===== src/rtl/pin_event_detector.sv =====
module pin_event_detector #(
  parameter int NPINS = 64
) (
  input  logic              clk,
  input  logic              rst_n,
  input  logic [NPINS-1:0]  pins,
  input  logic              sel_wr,
  input  logic [8:0]        sel_in,
  input  logic              ack,
  input  logic              wait_req,
  output logic              flag,
  output logic              stall
);
  localparam int PIN_W = $clog2(NPINS);

  logic [NPINS-1:0] sync_a, sync_b;
  logic [2:0]       mode_q;
  logic [PIN_W-1:0] pin_q;
  logic             prev_q, flag_q, hit;

  wire cur  = sync_b[pin_q];
  wire done = wait_req & flag_q;
  wire clr  = ack | done;

  always_comb begin
    case (mode_q)
      3'b001:          hit = cur & ~prev_q;
      3'b010:          hit = ~cur & prev_q;
      3'b011:          hit = cur ^ prev_q;
      3'b100, 3'b101:  hit = ~cur;
      3'b110, 3'b111:  hit = cur;
      default:         hit = 1'b0;
    endcase
  end

  always_ff @(posedge clk) begin
    if (!rst_n) begin
      sync_a <= '0;
      sync_b <= '0;
      mode_q <= '0;
      pin_q  <= '0;
      prev_q <= 1'b0;
      flag_q <= 1'b0;
    end else begin
      sync_a <= pins;
      sync_b <= sync_a;
      if (sel_wr) begin
        mode_q <= sel_in[8:6];
        pin_q  <= sel_in[PIN_W-1:0];
        prev_q <= sync_b[sel_in[PIN_W-1:0]];
        flag_q <= 1'b0;
      end else begin
        prev_q <= cur;
        if (clr)      flag_q <= 1'b0;
        else if (hit) flag_q <= 1'b1;
      end
    end
  end

  assign flag  = flag_q;
  assign stall = wait_req & ~flag_q;

  a_r2_off_never_sets: assert property (@(posedge clk) disable iff (!rst_n)
    (mode_q == 3'b000) |-> !flag_q);

  a_r3_rise_only_on_edge: assert property (@(posedge clk) disable iff (!rst_n)
    ($rose(flag_q) && mode_q == 3'b001 && !$past(sel_wr)) |-> ($past(cur) && !$past(prev_q)));

  a_r5_level_rearms: assert property (@(posedge clk) disable iff (!rst_n)
    (mode_q[2] && !sel_wr && !ack && !wait_req && cur == mode_q[1]) |=> flag_q);

  a_r6_edge_needs_transition: assert property (@(posedge clk) disable iff (!rst_n)
    (!flag_q && !mode_q[2] && cur == prev_q && !sel_wr) |=> !flag_q);

  a_r7_select_clears: assert property (@(posedge clk) disable iff (!rst_n)
    sel_wr |=> !flag_q);

  a_r8_wait_consumes: assert property (@(posedge clk) disable iff (!rst_n)
    (wait_req && flag_q && !sel_wr) |=> !flag_q);
endmodule


===== config.mk =====
export PLATFORM = sky130hd
export DESIGN_NAME = pin_event_detector
export DESIGN_NICKNAME = d
export VERILOG_FILES = /design/src/rtl/pin_event_detector.sv
export SDC_FILE = /design/constraint.sdc
export NUM_CORES = 1
export LEC_CHECK = 0
export BUFFER_PORTS_ARGS = -buffer_cell sky130_fd_sc_hd__buf_2
export CORE_MARGIN = 2
export CORE_UTILIZATION = 33
export DETAILED_ROUTE_END_ITERATION = 6
export PLACE_DENSITY = 0.58
export SYNTH_ARGS = -nofsm -noshare
export SYNTH_HDL_FRONTEND = slang
export SYNTH_SLANG_ARGS = --single-unit

===== constraint.sdc =====
create_clock -name clk -period 3.3 [get_ports clk]
set_clock_uncertainty 0.2 [all_clocks]
set_input_delay 0.165 -clock clk [delete_from_list [all_inputs] [get_ports clk]]
set_output_delay 0.165 -clock clk [all_outputs]
set_load 0.01 [all_outputs]

# Word-level counts from Yosys, hierarchy flattened
# Cells that the tools add are included.
# totals
ff_bits,139
input_bits,78
output_inout_bits,2
word_cells,34
# op_classes
n_lt_le_gt_ge,2
n_eq_ne,7
muxes,6
bitwise_logic,10
n_reduce_logical,3
# ops
cell,n
"6-bit by 7-bit < comparator with 1-bit output, second input constant",2
1-bit binary-select mux with 6-bit select,2
"3-bit equality test, second input constant",4
"3-bit by 2-bit equality test with 1-bit output, second input constant",2
1-bit one-hot mux with 5 select lines,1
1-bit AND,4
1-bit NOT,4
2-bit OR reduction,2
"3-bit by 1-bit equality test with 1-bit output, second input constant",1
1-bit two-way mux,3
3-bit OR reduction,1
1-bit OR,1
1-bit bitwise XOR,1

# Longest topological paths before layout
# depth
word_depth,5
ltp_mapped,14
mapped_depth_nobuf,12

# Worst setup path before layout
# Ideal clock, no wire load.
# synth_timing
path_type,flip-flop to flip-flop
start,register pin_q[0]
end,register flag_q (netlist: flag)
setup_time_ns,0.073
t_arrival_ns,2.664
required_time_ns,3.027
path_slack_ns,0.363
path_stages_with_launch,15
path_buffers,2
period_less_slack_ns,2.937
cell_sequence,dfxtp_1 -> buf_2 -> buf_6 -> mux4_2 -> mux2i_1 -> nand2_1 -> and4_1 -> nor2_1 -> inv_1 -> ha_1 -> a2bb2oi_1 -> o22ai_1 -> a21oi_1 -> a211o_1 -> o211ai_2
# synth_between
elab_chain_len,5
elab_cells_between_ends,7
cone_classes,mux (3); bitwise (4)
# synth_lines
element,line_no,rtl
start: declaration,18,logic [PIN_W-1:0] pin_q;
start signal: assignment,49,pin_q <= sel_in[PIN_W-1:0];
1-bit binary-select mux with 6-bit select (*),21,wire cur = sync_b[pin_q];
1-bit two-way mux (not written as such) (*),21,
1-bit NOT,"28, 30",
1-bit AND,28,3'b010: hit = ~cur & prev_q;
1-bit one-hot mux with 5 select lines (*),26,case (mode_q)
end signal: assignment,43,flag_q <= 1'b0;
end signal: assignment,51,flag_q <= 1'b0;
end signal: assignment,54,if (clr) flag_q <= 1'b0;
end: declaration,19,"logic prev_q, flag_q, hit;"
# Every way passes the cells marked *; elsewhere a longest branch is shown, timed or not. The select of a mux whose other input is x is not followed.
# A chain may end at the register's enable or synchronous reset.

# Final worst setup path
# layout_timing
start,register pin_q[1]
end,register flag_q (netlist: flag)
# Same word-level chain as after synthesis.

==> impl_metrics.ini <==
[outcome]
status = complete, no violations

[timing]
whs_ns = 0.0497
rsz0062_at_grt = false
max_slew_margin = 0.404
finalSetupViolCount = 0
period_minus_slack_ns = 3.04
tightest_slew_ns = 0.894
drv_slew = 0
finalHoldViolations = 0
fin_tns_setup_ns = 0
period_share = 0.921
max_freq_mhz = 329

[clock_network]
tritoncts = yes
h-tree-depth = 4
cts_resized = 0
cts_setup_buffers = 0
cts_max_path_buffers = 2
clk_latency_ns = 0.41
cts_root_buf = clkbuf_16
numCtsBuffers = 17
cts_sinks = 139
ctsHoldBuffers = 75
clk_pin_slew_ns = 0.05

[critical_path]
crit_required_ns = 3.44
crit_slowest_cell = mux4_1
cp-end-kind = register
slowest_delay_ns = 0.60
crit_chain = mux4_1, mux2i_1, a31oi_1, and4_1, nor2_1, inv_1, ha_1, a2bb2oi_1, o22ai_1, a21oi_1, a211o_1, o211ai_2
cp_top_family = compound AO/OA/AOI/OAI gates
path_class = register to register
critPathLaunchType = register
crit_fanout = 5
crit_buf_inv = 1
cp.arrival_ns = 3.17

[pwr]
p_leak_uw = 0.00290
ir_drop_mv = 0.351
total_power_uw = 4040
cellPowerDensity_nw_per_um2 = 580

[synth]
synth.distinct_cells = 36
syn_nets = 492
synth_commonest_cells = 139 x dfxtp_1, 129 x and2_1, 26 x mux4_2, 19 x clkbuf_1, 18 x mux2i_1
synth_edf_count = 0
syn_inst = 412
synth.avg_cell_area_um2 = 12.2
yosysSeqAreaShare = 0.552
yosysWarnings = 0
async_flop_share = 0
ys.flop_type = dfxtp_1
synth_area_leader_cell = dfxtp_1
synth.most_common_cell = dfxtp_1
synth-seq-cells = 139
yosysTopAreaCellShare = 0.552
yosys-top-cells-area = dfxtp_1 55%, and2_1 16%, mux4_2 12%
syn_area_um2 = 5040

[die]
rows = 45
die_y_um = 128
pin_count = 80
core_um2 = 15100
die-width_um = 128
die-area_um2 = 16300
initial_core_util = 0.334

[global_routing]
grt.total_usage = 0.132
grt_pass1_wl_um = 16500
overflow = 0
grt_max_degree = 139
grt_antenna_before_repair = 0
grt_pass1_vias = 3572

[cells_and_area]
synthToLayoutAreaGrowth_pct = 38.1
drive_gt1_frac = 0.255
final_util = 0.461
fin_cells = 764
nets = 644
antenna_cells = 0

[drt]
drt-met1-wl_um = 4510
firstDrtPassIters = 4
via_per_inst = 4.40
ant_nets = 0
vias = 3360
wl_met2_um = 4640
dr_wl_met3_um = 391
top_layer = met4
drtIter0Drc = 136
wl_um = 9810
drc_errors = 0
routedWlPerCell_um = 12.8

[hold_path]
hp-class = input pin to register

[placed_design]
dp_cells = 658
gp_congestion = 0.853
place_hpwl_um = 6610
io_buffer_count = 79

[run]
cap_viol_max_count = 0
flip-flops by register name, summed over array words and instances (netlist names):
signal,flops
sync_a,64
sync_b,64
prev_q,1
flag,1
mode_q,3
pin_q,6
layout by cell type (no fill, tap or decap), types with 6 or more instances in the layout:
| cell | Yosys | layout |
|---|---|---|
| clkbuf_16 | 0 | 17 |
| a22oi_1 | 8 | 8 |
| nor2_1 | 6 | 6 |
| mux2i_1 | 18 | 18 |
| dfxtp_1 | 139 | 139 |
| nor2b_1 | 12 | 12 |
| inv_1 | 6 | 6 |
| nand2_1 | 6 | 6 |
| and2_1 | 129 | 129 |
| dlygate4sd3_1 | 0 | 75 |
| buf_4 | 1 | 6 |
| buf_2 | 5 | 79 |
| mux4_2 | 26 | 26 |
routing by layer:
| layer | GRT usage | up-vias |
|---|---|---|
| met4 | 0.0633 | 0 |
| met2 | 0.217 | 75 |
| met5 | 0 | - |
| li1 | - | 1700 |
| met1 | 0.156 | 1563 |
| met3 | 0.0419 | 22 |
where the power goes:
group          switching (µW)  leakage (µW)  internal (µW)
registers                34.7       0.00115           1760
logic                     120       0.00146            206
clock network             653      0.000291           1270
worst reg2reg max path: stages (launching register included):
cell and delay [ns]:
dfxtp_1 0.46, mux4_1 0.60, mux2i_1 0.19, a31oi_1 0.10
and4_1 0.24, nor2_1 0.14, inv_1 0.06, ha_1 0.27
a2bb2oi_1 0.13, o22ai_1 0.18, a21oi_1 0.09, a211o_1 0.24
o211ai_2 0.06
worst paths after layout:
| path | from | to | slack [ns] | cells after the start |
|---|---|---|---|---|
| setup reg to reg | pin_q[1] | flag | 0.26 | 12 |
| hold / removal | sel_wr | mode_q[0] | 0.05 | 3 |
| hold reg to reg | sync_a[55] | sync_b[55] | 0.23 | 1 |
| setup / recovery | pin_q[1] | flag | 0.26 | 12 |
layout make-up:
class | instances | area [µm²]
Clock inverter | 9 | 138
Clock buffer | 22 | 484
Fill cell | 1388 | 8130
Inverter | 6 | 22.5
Multi-Input combinational cell | 240 | 2110
Sequential cell | 139 | 2780
Timing Repair Buffer | 160 | 1190
Tap cell | 188 | 235
logic make-up after synthesis:
logic type | Yosys count | share of synthesized area
and+or+nand+nor | 165 | 0.202
DFF | 139 | 0.552
muxes | 50 | 0.177
buffers and inverters | 33 | 0.0295
AOI/OAI and AO/OA | 23 | 0.0338
adders and majority gates | 2 | 0.00496
through the flow:
stage	worst slack, ns	instance area, µm²
after floorplan	0.363	5040
after global placement	0.400	5590
after detailed placement	0.297	5590
after CTS	0.286	6960
after global routing	0.0589	6960
final	0.262	6960
Note: power is estimated with default switching activity, not from simulation.
